### src/rtl/lap_pkg.sv
package lap_pkg;

   // Rounding applied to the scaled difference before the final add
   typedef enum logic {
      RND_TRUNC   = 1'b0,   // floor (arithmetic shift only)
      RND_NEAREST = 1'b1    // nearest, halfway toward +infinity
   } rnd_mode_e;

endpackage

### src/rtl/lap_diff.sv
// Stage 1: registers the vertical second difference 2N-(A+B)
// together with the centre pixel and the coefficient of the same triple.
module lap_diff #(
   parameter int PIX_W = 8,
   parameter int KW    = 8,
   localparam int DW   = PIX_W + 2
) (
   input  logic                 clk,
   input  logic                 rst_n,
   input  logic                 vld_i,
   input  logic [PIX_W-1:0]     prev_i,
   input  logic [PIX_W-1:0]     ctr_i,
   input  logic [PIX_W-1:0]     next_i,
   input  logic [KW-1:0]        k_i,
   output logic                 vld_o,
   output logic signed [DW-1:0] diff_o,
   output logic [PIX_W-1:0]     ctr_o,
   output logic [KW-1:0]        k_o
);

   logic signed [DW-1:0] ctr_x2;
   logic signed [DW-1:0] outer_sum;
   logic signed [DW-1:0] diff_c;

   assign ctr_x2    = $signed({1'b0, ctr_i, 1'b0});
   assign outer_sum = $signed({2'b00, prev_i}) + $signed({2'b00, next_i});
   assign diff_c    = ctr_x2 - outer_sum;

   always_ff @(posedge clk or negedge rst_n) begin
      if (!rst_n) begin
         vld_o  <= 1'b0;
         diff_o <= '0;
         ctr_o  <= '0;
         k_o    <= '0;
      end else begin
         vld_o <= vld_i;
         if (vld_i) begin
            diff_o <= diff_c;
            ctr_o  <= ctr_i;
            k_o    <= k_i;
         end
      end
   end

endmodule

### src/rtl/lap_scale.sv
// Combinational: scales the signed difference by the unsigned
// fixed-point coefficient and drops the fraction bits.
module lap_scale
   import lap_pkg::*;
#(
   parameter int        PIX_W  = 8,
   parameter int        KW     = 8,
   parameter int        K_FRAC = 4,
   parameter rnd_mode_e RND    = RND_NEAREST,
   localparam int       DW     = PIX_W + 2,
   localparam int       PW     = DW + KW + 1
) (
   input  logic signed [DW-1:0] diff_i,
   input  logic [KW-1:0]        k_i,
   output logic signed [PW-1:0] term_o
);

   logic signed [PW-1:0] d_ext;
   logic signed [PW-1:0] k_ext;
   logic signed [PW-1:0] prod;
   logic signed [PW-1:0] biased;

   assign d_ext = PW'(diff_i);
   assign k_ext = $signed(PW'(k_i));
   assign prod  = d_ext * k_ext;

   generate
      if (K_FRAC == 0) begin : g_int_only
         assign biased = prod;
         assign term_o = prod;
      end else if (RND == RND_TRUNC) begin : g_floor
         assign biased = prod;
         assign term_o = biased >>> K_FRAC;
      end else begin : g_nearest
         localparam int HALF = 1 << (K_FRAC - 1);
         assign biased = prod + PW'(HALF);
         assign term_o = biased >>> K_FRAC;
      end
   endgenerate

endmodule

### src/rtl/lap_merge.sv
// Combinational: adds the scaled term to the centre pixel and clamps
// the signed sum into the unsigned pixel range.
module lap_merge #(
   parameter int  PIX_W = 8,
   parameter int  TW    = 19,
   localparam int SW    = TW + 1
) (
   input  logic [PIX_W-1:0]     ctr_i,
   input  logic signed [TW-1:0] term_i,
   output logic [PIX_W-1:0]     pix_o
);

   localparam logic signed [SW-1:0] PIX_MAX = SW'((1 << PIX_W) - 1);

   logic signed [SW-1:0] sum;

   assign sum = SW'(term_i) + $signed(SW'(ctr_i));

   always_comb begin
      if (sum < 0)
         pix_o = '0;
      else if (sum > PIX_MAX)
         pix_o = '1;
      else
         pix_o = sum[PIX_W-1:0];
   end

endmodule

### src/rtl/lap3_sharpen.sv
// Vertical three-line sharpening: out = clamp(N + K*(2N-(A+B))).
module lap3_sharpen
   import lap_pkg::*;
#(
   parameter int        PIX_W  = 8,
   parameter int        K_INT  = 4,
   parameter int        K_FRAC = 4,
   parameter rnd_mode_e RND    = RND_NEAREST,
   localparam int       KW     = K_INT + K_FRAC,
   localparam int       DW     = PIX_W + 2,
   localparam int       PW     = DW + KW + 1
) (
   input  logic             clk,
   input  logic             rst_n,
   input  logic             in_vld,
   input  logic [PIX_W-1:0] in_prev,
   input  logic [PIX_W-1:0] in_ctr,
   input  logic [PIX_W-1:0] in_next,
   input  logic [KW-1:0]    coef,
   output logic             out_vld,
   output logic [PIX_W-1:0] out_pix
);

   initial begin : param_check
      assert (PIX_W >= 2 && PIX_W <= 16)
         else $fatal(1, "lap3_sharpen: PIX_W must be 2..16");
      assert (K_INT >= 0 && K_FRAC >= 0 && KW >= 1 && KW <= 16)
         else $fatal(1, "lap3_sharpen: coefficient width must be 1..16");
   end

   logic                 s1_vld;
   logic signed [DW-1:0] s1_diff;
   logic [PIX_W-1:0]     s1_ctr;
   logic [KW-1:0]        s1_k;
   logic signed [PW-1:0] s2_term;
   logic [PIX_W-1:0]     s2_pix;

   lap_diff #(
      .PIX_W (PIX_W),
      .KW    (KW)
   ) u_diff (
      .clk    (clk),
      .rst_n  (rst_n),
      .vld_i  (in_vld),
      .prev_i (in_prev),
      .ctr_i  (in_ctr),
      .next_i (in_next),
      .k_i    (coef),
      .vld_o  (s1_vld),
      .diff_o (s1_diff),
      .ctr_o  (s1_ctr),
      .k_o    (s1_k)
   );

   lap_scale #(
      .PIX_W  (PIX_W),
      .KW     (KW),
      .K_FRAC (K_FRAC),
      .RND    (RND)
   ) u_scale (
      .diff_i (s1_diff),
      .k_i    (s1_k),
      .term_o (s2_term)
   );

   lap_merge #(
      .PIX_W (PIX_W),
      .TW    (PW)
   ) u_merge (
      .ctr_i  (s1_ctr),
      .term_i (s2_term),
      .pix_o  (s2_pix)
   );

   always_ff @(posedge clk or negedge rst_n) begin
      if (!rst_n) begin
         out_vld <= 1'b0;
         out_pix <= '0;
      end else begin
         out_vld <= s1_vld;
         if (s1_vld)
            out_pix <= s2_pix;
      end
   end

endmodule

### config.mk
export PLATFORM = sky130hd
export DESIGN_NAME = lap3_sharpen
export DESIGN_NICKNAME = d
export VERILOG_FILES = /design/src/rtl/lap_pkg.sv /design/src/rtl/lap_diff.sv /design/src/rtl/lap_scale.sv /design/src/rtl/lap_merge.sv /design/src/rtl/lap3_sharpen.sv
export SDC_FILE = /design/constraint.sdc
export NUM_CORES = 1
export LEC_CHECK = 0
export BUFFER_PORTS_ARGS = -buffer_cell sky130_fd_sc_hd__buf_2
export CAP_MARGIN = 20
export CORE_ASPECT_RATIO = 2
export CORE_MARGIN = 2
export CORE_UTILIZATION = 68
export DETAILED_ROUTE_END_ITERATION = 7
export PLACE_DENSITY = 0.93
export SLEW_MARGIN = 20
export SYNTH_ARGS = -nofsm -noshare
export SYNTH_HDL_FRONTEND = slang
export SYNTH_SLANG_ARGS = --single-unit
### constraint.sdc
create_clock -name clk -period 14.7 [get_ports clk]
set_input_delay 2.94 -clock clk [delete_from_list [all_inputs] [get_ports clk]]
set_output_delay 2.94 -clock clk [all_outputs]
set_load 0.1 [all_outputs]
# After elaboration in Yosys (flattened, before gate mapping)
# Cells that the tools add are included.
# word_totals
input_bits,35
regBits,36
output_inout_bits,9
# classes
add_sub_neg,4
multipliers,1
order_cmp,2
n_mux,2
# ops
operator,count
$add A19 B5 Y19 const B,1
$mul A10 B9 Y19,1
$add A15 B9 Y16,1
$gt A16 B9 Y1 const B,1
$lt A16 B1 Y1 const B,1
$mux W8,2
$sub A10 B10 Y10,1
$add A8 B8 Y9,1

# Depth between registers and ports, before layout
# Gate-level depths: netlist of run 1.
# depth
word_depth,6
ltp_mapped,25

# By module
# A second synthesis of run 1 with hierarchy kept.
# unflattened
cells_unflattened,647
hier_area_um2,6002.0
# by_module_without_submodules
mod,area_each_um2,cells_each,seq_area_each_um2,n_inst
lap_scale,3270.6,389,0.0,1
lap_diff,1662.8,146,675.6,1
lap_merge,711.9,94,0.0,1
lap3_sharpen,356.6,18,225.2,1

# Least setup slack after synthesis of run 1
# No wires, ideal clock.
# synth_path
path_kind,flip-flop to flip-flop
start,register u_diff.diff_o[3]
end,register out_pix[7]
synth_period_minus_slack_ns,5.977
setup_time_ns,0.125
arrival_time_ns,5.852
n_path_buf,1
stages_incl_launch_ff,24
setup_slack_ns,8.723
cell_sequence,dfrtp_1 > clkbuf_1 > and2_1 > fa_1 > inv_1 > fa_1 > inv_1 > fa_1 > inv_1 > fa_1 > inv_1 > ha_1 > nand2_1 > o21ai_1 > a21oi_1 > xnor2_1 > ha_1 > nor2_1 > a2111oi_0 > nand3_1 > a2111oi_2 > a31oi_1 > o21a_2 > a211o_1
# synth_between
elab_chain_cells,6
elab_cells_between_ends,7
# synth_lines
element,line_no,rtl
"start, declared",lap_diff.sv:16,"output logic signed [DW-1:0] diff_o,"
"start signal, assigned",lap_diff.sv:38,diff_o <= diff_c;
$mul A10 B9 Y19 (*),lap_scale.sv:25,assign prod = d_ext * k_ext;
$add A19 B5 Y19 (*),lap_scale.sv:36,assign biased = prod + PW'(HALF);
$add A15 B9 Y16 (*),lap_merge.sv:17,assign sum = SW'(term_i) + $signed(SW'(ctr_i));
$gt A16 B9 Y1,lap_merge.sv:22,else if (sum > PIX_MAX)
$mux W8,lap_merge.sv:22,
$mux W8 (*),lap_merge.sv:20,if (sum < 0)
"end signal, assigned",lap3_sharpen.sv:82,out_pix <= s2_pix;
"end, declared",lap3_sharpen.sv:21,output logic [PIX_W-1:0] out_pix
# Every way passes the cells marked *; elsewhere a longest branch is shown, timed or not.
# A chain may end at the register's enable or synchronous reset.

# Final worst setup path of run 1
# Ends and elaborated chain as after synthesis.

==> metrics.txt, run 1 <==
n_diodes 0; CTS tree yes; Detail Route Antenna Nets 0; via count about 4.8k; placed inst area between 0.005 and 0.006 mm2; Net Count, Synth 795; number of I/O pins 44; die area 0.00921 mm2; Crit Path Max Fanout 11; cell taking the most area after synthesis fa_1; Initial DRC Count 303; async set-or-reset flop fraction in the synthesized netlist between 90% and 100%; # Max-Cap Violations 0; PortBufs 43; clock skew around 0.0051 ns; CP Capture Type flop; final core occ about three quarters; max incr delay on CP slightly below 0.9 ns; H-tree Lvls 2; CTS buffer count 5; Rows between 40 and 50; total wire length roughly 15,000 um; first-pass GRT wire length between 20,000 and 25,000 um; Worst EP required around 15 ns; crit path max-delay cell type a2111oi_0; RSZ-0062 raised after global routing no; main area contributors after synthesis fa_1, dfrtp_1, ha_1; Cells after Synth approximately 630; vias in the first global route approximately 5.4k; Post-DP HPWL ~12,000 um; CP startpoint kind flop; Final WS setup between 7 and 8 ns; mapped cell area between 0.005 and 0.006 mm2; Vias/cell approximately 6.3; grt ovf 0; clock buffer depth 2; global-route total usage across every layer 36.2%; crit-path cells and2_1, fa_1, inv_1, fa_1, inv_1, fa_1, inv_1, fa_1, inv_1, ha_1, nand2_1, o21ai_1, a21oi_1, xnor2_1, ha_1, nor3_1, a2111oi_0, nand3_1, a2111oi_2, a31oi_1, o21a_2, a211o_1; Post-route DRC 0; width of the chip between 60 and 70 um; #FFs+latches synth 36; outcome finished clean; Yosys warning count 0; post-synthesis sequential area ratio approximately 16%; CTS clock-pin slew for the worst setup and hold paths around 0.06 ns; DP Worst Slack between 8 and 9 ns; Post-synth EDFFs 0; fin. max-slew vios 0; Fmax achieved around 0.14 GHz; hold crit path type reg2reg; worst skew pair latency 0.28 ns; wire length per cell a little under 20 um; hold_buf cts 0; Final Hold Fails 0; Initial Utilization between 60% and 70%; Synth Flop Type dfrtp_1; Die H roughly 130 um; design area 0.00612 mm2; Sink Count 36; cells resized by post-CTS repair 0; post-CTS setup buffer count 0; crit path kind reg2reg; area delta synth->final 6.91%; Yosys cell types 60; largest net degree at the start of global routing 37; Period minus WS final between 6 and 7 ns; Slew @ Worst Pin just under 1 ns; Root Driver clkbuf_16; worst reg2reg setup slack between 7 and 8 ns; Final setup violation count 0; Syn Area/Cell 9.11 um2; total negative slack 0 ns; fin nets 824; RD Place Congestion between 1 and 1.5; core area ~0.0082 mm2; Worst EP arrival between 7 and 8 ns; Rel. slew slack about a third; share of cells above drive strength 1 around an eighth; drt first pass iters 6; Final period util a little under half; initial antenna violation count 0; post-synth top area share 23.8%
-- cell families after synthesis --
family	Yosys count	share of synthesized area [%]
compound gates	103	13.3
xor+xnor	32	4.90
fa+ha+maj	132	37.8
buf+inv	149	9.95
flops	36	15.7
mux	22	4.31
simple gates	154	14.0
-- final cells by class --
cell class                      count  area, um2
Multi-Input combinational cell    443       4250
Timing Repair Buffer               43        215
Fill cell                         540       2120
Inverter                          128        480
Sequential cell                    36        901
Tap cell                           98        123
Clock buffer                        8        146
-- worst paths after layout --
check                                       from  cells after the start      endpoint
worst max-delay path            u_diff.diff_o[3]                     22    out_pix[7]
worst min-delay path                  out_pix[0]                      1    out_pix[0]
worst max register to register  u_diff.diff_o[3]                     22    out_pix[7]
worst min register to register        out_pix[0]                      1    out_pix[0]
max in group asynchronous                  rst_n                      1    out_pix[0]
min in group asynchronous                  rst_n                      1  u_diff.vld_o
-- per-stage QoR --
step	hold WS, ns	cells
final	0.508	756
after global routing	0.526	756
after CTS	0.510	756
after detailed placement	0.483	748
after global placement	0.481	748
after floorplan	0.394	628
-- worst max-delay path: cells and delay by family (launching register included) --
family                   cells  cell delay, ns
flip-flops                   1            0.51
AO/OA/AOI/OAI                7            2.51
adder cells (fa/ha/maj)      6            2.73
AND/OR/NAND/NOR              4            0.63
XOR/XNOR                     1            0.22
buffers and inverters        4            0.21
-- placed cells by master (no fill, tap or decap), drive strengths merged, types with 5 or more instances in the layout --
master,synthesis,final
a21o,10,10
a21oi,24,24
a221o,8,8
a31oi,5,5
and2,46,46
and3,6,6
buf,4,43
clkbuf,17,8
dfrtp,36,36
fa,68,68
ha,64,64
inv,127,127
mux2,21,21
nand2,51,51
nand2b,5,5
nand3,8,8
nor2,14,14
nor3,7,7
o21ai,15,15
o21bai,8,8
xnor2,25,25
xor2,7,7
-- metal layers --
layer | track usage [%] | share of wire [%] | vias to the layer above
li1 | - | - | 2102
met1 | 36.4 | 31 | 2354
met2 | 62.8 | 55 | 212
met3 | 5.24 | 5.0 | 98
met4 | 27.9 | 9.0 | 0
met5 | 0 | 0 | -
-- cell usage after synthesis (all sizes together), types with 6 or more instances --
library cell  instances
nor2                 14
and3                  6
xnor2                25
a221o                 8
mux2                 21
fa                   68
o21bai                8
o21ai                15
a21oi                24
xor2                  7
nor3                  7
and2                 46
dfrtp                36
a21o                 10
nand3                 8
clkbuf               17
ha                   64
inv                 127
nand2                51
-- state kept, by name, summed over array words and instances (netlist names) --
signal / cells
u_diff.diff_o: 10
out_pix: 8
u_diff.ctr_o: 8
u_diff.k_o: 8
out_vld: 1
u_diff.vld_o: 1
Power of run 1 is not shown: default switching activity piles up to over one toggle a cycle in this logic, so the estimate is an artifact.
==> inputs of run 2 (changes only) <==
--- a/config.mk
+++ b/config.mk
@@ -9,9 +9,9 @@
 export CAP_MARGIN = 20
 export CORE_ASPECT_RATIO = 2
 export CORE_MARGIN = 2
-export CORE_UTILIZATION = 68
+export CORE_UTILIZATION = 57
 export DETAILED_ROUTE_END_ITERATION = 7
-export PLACE_DENSITY = 0.93
+export PLACE_DENSITY = 0.83
 export SLEW_MARGIN = 20
 export SYNTH_ARGS = -nofsm -noshare
 export SYNTH_HDL_FRONTEND = slang
==> constraint.sdc (replaced) <==
create_clock -name clk -period 6.24 [get_ports clk]
set_input_delay 1.248 -clock clk [delete_from_list [all_inputs] [get_ports clk]]
set_output_delay 1.248 -clock clk [all_outputs]
set_load 0.1 [all_outputs]
==> run 2 against run 1 <==
Count of clock-buffer cells in the layout is 3 lower; maximum frequency is 16% higher; critical endpoint is now out_pix[3]; first-iteration DRC count is 28% lower; clock skew is 0.0039 ns higher; flip-flop and latch count stayed put; register-to-register slack worse by 7.5 ns.
==> metrics.txt, run 2 (synthesized netlist as in run 1, its figures left out) <==
number of I/O pins 44 (unchanged); CTS buffer count 5 (unchanged); hold crit path type reg2reg (unchanged); CTS clock-pin slew for the worst setup and hold paths 0.06 ns (about the same); share of cells above drive strength 1 19.1% (was 12.3%); Rel. slew slack 41.8% (was 33.7%); Post-route DRC 0 (unchanged); fill count 736 (was 540); CP startpoint kind flop (unchanged); CTS tree yes (unchanged); fin nets 846 (was 824); RD Place Congestion 0.924 (was 1.00); FF+latch area 911 um2 (was 901 um2); Slew @ Worst Pin 0.872 ns (was 0.970 ns); first-pass GRT wire length 24,500 um (was 24,800 um); total wire length 14,800 um (was 14,600 um); commonest non-fill, non-tap cells in the layout inv_1, fa_1, ha_1 (unchanged); clock skew 0.00898 ns (was 0.00508 ns); vias in the first global route 5,263 (was 5,350); drt first pass iters 4 (was 6); Die H 146 um (was 134 um); clock buffer depth 2 (unchanged); wire length per cell 18.3 um (was 19.3 um); # Max-Cap Violations 0 (unchanged); hold_buf cts 0 (unchanged); most common cell after layout, fill and taps aside inv_1 (unchanged); Vias/cell 5.77 (was 6.30); largest register by flop count u_diff.diff_o (unchanged); PortBufs 43 (unchanged); Worst EP arrival 6.18 ns (was 7.11 ns); Fmax achieved 0.167 GHz (was 0.144 GHz); placed inst area 0.00610 mm2 (was 0.00597 mm2); Initial Utilization 58.6% (was 69.5%); worst skew pair latency 0.29 ns (was 0.28 ns); die area 0.0109 mm2 (was 0.00921 mm2); area delta synth->final 12.9% (was 6.91%); CP Capture Type flop (unchanged); global-route total usage across every layer 29.5% (was 36.2%); Sink Count 36 (unchanged); Crit Path Max Fanout 8 (was 11); Final period util 96.2% (was 47.3%); via count 4,689 (was 4,766); Initial DRC Count 218 (was 303); grt ovf 0 (unchanged); Final Hold Fails 0 (unchanged); area of the multi-input gates 0.00435 mm2 (was 0.00425 mm2); Root Driver clkbuf_16 (unchanged); core area 0.00976 mm2 (was 0.00823 mm2); design area 0.00646 mm2 (was 0.00612 mm2); largest net degree at the start of global routing 37 (unchanged); Period minus WS final 6.00 ns (was 6.95 ns); initial antenna violation count 0 (unchanged); Final setup violation count 0 (unchanged); crit path kind reg2reg (unchanged); final core occ 66.2% (was 74.3%); Worst EP required 6.41 ns (was 14.86 ns); Detail Route Antenna Nets 0 (unchanged); Rows 51 (was 47); outcome finished clean (unchanged); max reg flops 10 (unchanged); fin. max-slew vios 0 (unchanged); n_diodes 0 (unchanged); Post-DP HPWL 11,800 um (about the same); width of the chip 74.8 um (was 68.9 um); H-tree Lvls 2 (unchanged)
## run 2: cell count changes in the layout (fill, tap and decap cells not counted), moves of 5 or more
cell,before,now
ha_1,64,58
buf_4,0,20
dfrtp_2,0,8
ha_2,0,5
dfrtp_1,36,28
## run 2: per-stage QoR
stage | setup TNS [ns] | std cells | hold slack, ns | setup slack [ns]
after detailed placement | -1.60 | 794 | 0.480 | -0.212
after floorplan | 0 | 628 | 0.394 | 0.263
after global routing | -0.212 | 812 | 0.515 | -0.0417
final | 0 | 812 | 0.496 | 0.236
after CTS | 0 | 802 | 0.499 | 0.0262
after global placement | -0.259 | 794 | 0.486 | -0.0353
## run 2: layout make-up
class	count	share of cell area (%)
Clock inverter	3	0.658
Multi-Input combinational cell	443	67.3
Tap cell	132	2.56
Sequential cell	36	14.1
Inverter	128	7.44
Clock buffer	5	1.94
Timing Repair Buffer	65	6.04
## run 2: worst paths after layout
kind                                    start             to  slack, ns  cells after the start
worst min-delay path               out_pix[7]     out_pix[7]       0.50                      1
min in group asynchronous               rst_n     out_pix[5]       1.06                      1
worst max register to register  u_diff.k_o[1]     out_pix[3]       0.24                     19
worst min register to register     out_pix[7]     out_pix[7]       0.50                      1
max in group asynchronous               rst_n  u_diff.k_o[2]       4.56                      1
worst max-delay path            u_diff.k_o[1]     out_pix[3]       0.24                     19
## run 2: routing by layer
layer	GRT usage, %	vias to the layer above	routed length [um]
met4	19.2	0	1140
met2	53.2	153	8310
met5	0	-	0
met3	2.42	66	475
li1	-	2139	-
met1	30.5	2331	4900
## run 2: critical path: stages (launching register included)
cell	delay [ns]
dfrtp_2	0.48
buf_12	0.16
nand2_1	0.11
fa_2	0.55
fa_1	0.57
inv_1	0.05
fa_1	0.48
inv_1	0.06
fa_1	0.59
inv_1	0.07
ha_1	0.40
a21o_2	0.29
a31oi_1	0.24
o21ai_0	0.13
a31oi_1	0.21
or3b_2	0.50
and4_2	0.23
a31o_2	0.31
o21a_2	0.20
a221o_1	0.28
## run 2: what timing repair did
item	in CTS	in global routing
gates resized for setup	6	24
pin swaps	0	6
endpoints found under the setup margin	8	8
setup buffers	0	10
Power of run 2 is left out for the same reason.
==> inputs of run 3 (changes only) <==
--- a/config.mk
+++ b/config.mk
@@ -15,4 +15,5 @@
 export SLEW_MARGIN = 20
 export SYNTH_ARGS = -nofsm -noshare
 export SYNTH_HDL_FRONTEND = slang
+export SYNTH_HIERARCHICAL = 1
 export SYNTH_SLANG_ARGS = --single-unit
==> run 3 against run 2 <==
The flow now finishes with violations (negative setup slack); final cell count is 12% higher; core utilization is 6.9 points higher; clock skew is 0.0035 ns lower; largest cell class unchanged.
==> metrics.txt, run 3 <==
total wire length 19,200 um (was 14,800 um); outcome finished, violations left (was finished clean); Net Count, Synth 812 (was 795); placed inst area 0.00663 mm2 (was 0.00610 mm2); hold crit path type reg2reg (unchanged); CTS tree yes (unchanged); global-route total usage across every layer 31.2% (was 29.5%); Cells after Synth 647 (was 628); async set-or-reset flop fraction in the synthesized netlist 100% (unchanged); Die H 149 um (was 146 um); # Max-Cap Violations 0 (unchanged); RSZ-0062 raised after global routing yes; area delta synth->final 26.7% (was 12.9%); clock skew 0.00550 ns (was 0.00898 ns); share of cells above drive strength 1 36.6% (was 19.1%); PortBufs 43 (unchanged); Detail Route Antenna Nets 0 (unchanged); fin. max-slew vios 0 (unchanged); Final period util 101% (was 96.2%); max reg flops 10 (unchanged); clock buffer depth 2 (unchanged); post-synthesis sequential area ratio 15.0% (was 15.7%); CP startpoint kind flop (unchanged); Slew @ Worst Pin 0.836 ns (was 0.872 ns); main area contributors after synthesis fa_1, dfrtp_1, ha_1 (unchanged); core area 0.0104 mm2 (was 0.00976 mm2); Worst EP arrival 6.49 ns (was 6.18 ns); Post-route DRC 0 (unchanged); Period minus WS final 6.33 ns (was 6.00 ns); number of I/O pins 44 (unchanged); Crit Path Max Fanout 6 (was 8); cell taking the most area after synthesis fa_1 (unchanged); width of the chip 76.6 um (was 74.8 um); # placed instances 855 (was 794); #FFs+latches synth 36 (unchanged); Worst EP required 6.40 ns (was 6.41 ns); fin nets 934 (was 846); post-synth top area share 24.3% (was 23.8%); Root Driver clkbuf_16 (unchanged); grt ovf 0 (unchanged); Post-synth EDFFs 0 (unchanged); Worst setup startpoint u_diff/diff_o[6] (was u_diff.k_o[1]); largest register by flop count u_diff/diff_o (was u_diff.diff_o); drt first pass iters 5 (was 4); first-pass GRT wire length 27,600 um (was 24,500 um); Final setup violation count 5 (was 0); DP Worst Slack -0.0999 ns (was -0.212 ns); n_diodes 0 (unchanged); CP Capture Type flop (unchanged); Syn Area/Cell 9.28 um2 (was 9.11 um2); mapped cell area 0.00600 mm2 (was 0.00572 mm2); CTS buffer count 5 (unchanged); initial antenna violation count 0 (unchanged); non-filler cells, final 907 (was 812); Rows 53 (was 51); Final Hold Fails 0 (unchanged); Yosys warning count 6 (was 0); fill count 715 (was 736); vias in the first global route 5,748 (was 5,263); violated checks negative setup slack; Post-DP HPWL 12,900 um (was 11,800 um); hold_buf cts 0 (unchanged); hold path start out_pix[2] (was out_pix[7]); design area 0.00760 mm2 (was 0.00646 mm2); wire length per cell 21.1 um (was 18.3 um); CTS clock-pin slew for the worst setup and hold paths 0.05 ns (was 0.06 ns); worst r2r src u_diff/diff_o[6] (was u_diff.k_o[1]); Final WS setup -0.0854 ns (was 0.236 ns); Yosys cell types 70 (was 60); most common cell after layout, fill and taps aside inv_1 (unchanged); crit path kind reg2reg (unchanged); commonest non-fill, non-tap cells in the layout inv_1, buf_4, fa_1 (was inv_1, fa_1, ha_1); Vias/cell 5.98 (was 5.77); Sink Count 36 (unchanged); final hold slack 0.504 ns (was 0.496 ns); Fmax achieved 0.158 GHz (was 0.167 GHz); top-count cell post-synth inv_1 (unchanged); Initial Utilization 57.6% (was 58.6%); Rel. slew slack 44.3% (was 41.8%); H-tree Lvls 2 (unchanged); die area 0.0114 mm2 (was 0.0109 mm2); via count 5,425 (was 4,689); worst skew pair latency 0.28 ns (was 0.29 ns); largest net degree at the start of global routing 44 (was 37); RD Place Congestion 0.969 (was 0.924); Initial DRC Count 251 (was 218); top post-synthesis cells by count inv_1, fa_1, ha_1 (unchanged); Synth Flop Type dfrtp_1 (unchanged)
run 3: cell types whose count changed after synthesis, sizes merged, moves of 5 or more:
cell / change
ha: -7
buf: +5
mux2: +7
inv: +10
o211ai: +5
nand4: +5
nand2: -5
fa: +5
a21o: +5
a221o: -7
o21bai: -6
xnor2: -5
clkbuf: -10
run 3: through the flow:
stage               util (%)  TNS, ns
finish                  73.0   -0.347
global route            73.0    -1.33
CTS                     67.5        0
detailed placement      63.7   -0.436
global placement        63.7  -0.0765
floorplan                  -        0
run 3: final timing paths:
| check | endpoint | slack [ns] | depth (start not counted) |
|---|---|---|---|
| worst max-delay path | out_pix[3] | -0.09 | 22 |
| worst min-delay path | out_pix[2] | 0.50 | 1 |
| worst min register to register | out_pix[2] | 0.50 | 1 |
| min in group asynchronous | out_pix[3] | 1.07 | 1 |
| max in group asynchronous | u_diff/diff_o[5] | 4.58 | 1 |
| worst max register to register | out_pix[3] | -0.09 | 22 |
run 3: metal layers:
metal / global-route usage, % / share of wire [%]
met1: 29.1 / 32
met5: 0 / 0
met4: 23.6 / 9.2
met3: 2.72 / 3.0
met2: 61.0 / 56
run 3: logic make-up (layout without fill, tap and decap cells):
family                     after synthesis  after routing  share of synthesized area, %
AOI/OAI and AO/OA                      106            106                          13.6
xor gates and xnor gates                26             26                          3.79
adders and majority gates              130            130                          36.2
buffers and inverters                  153            276                          10.1
DFF                                     36             36                          15.0
muxes                                   30             30                          6.09
and+or+nand+nor                        166            166                          15.2
run 3: final cells by class:
class	count	area (um2)	area share, %
Sequential cell	36	918	12.1
Timing Repair Buffer	131	925	12.2
Tap cell	137	171	2.25
Inverter	137	514	6.76
Clock inverter	2	35.0	0.461
Multi-Input combinational cell	458	4910	64.6
Clock buffer	6	129	1.69
run 3: worst max-delay path, stage by stage (launching register included):
cell and delay [ns]:
dfrtp_2 0.47, nand2_1 0.13, fa_1 0.53, inv_1 0.06, fa_1 0.52, inv_1 0.07
fa_1 0.58, fa_1 0.44, inv_1 0.13, ha_4 0.23, and3_4 0.18, a221o_1 0.35
a21oi_2 0.15, xnor2_1 0.09, ha_1 0.35, buf_4 0.17, a21oi_1 0.30, a21oi_2 0.15
a311oi_1 0.35, o2111a_2 0.33, a41oi_2 0.12, or2_1 0.25, mux2_4 0.26
run 3: what timing repair did:
item	4_1_cts	5_1_grt
pin swaps	23	88
endpoints found under the setup margin	7	8
resized for setup	33	88
buffers inserted	17	27
Power of run 3 is left out for the same reason.
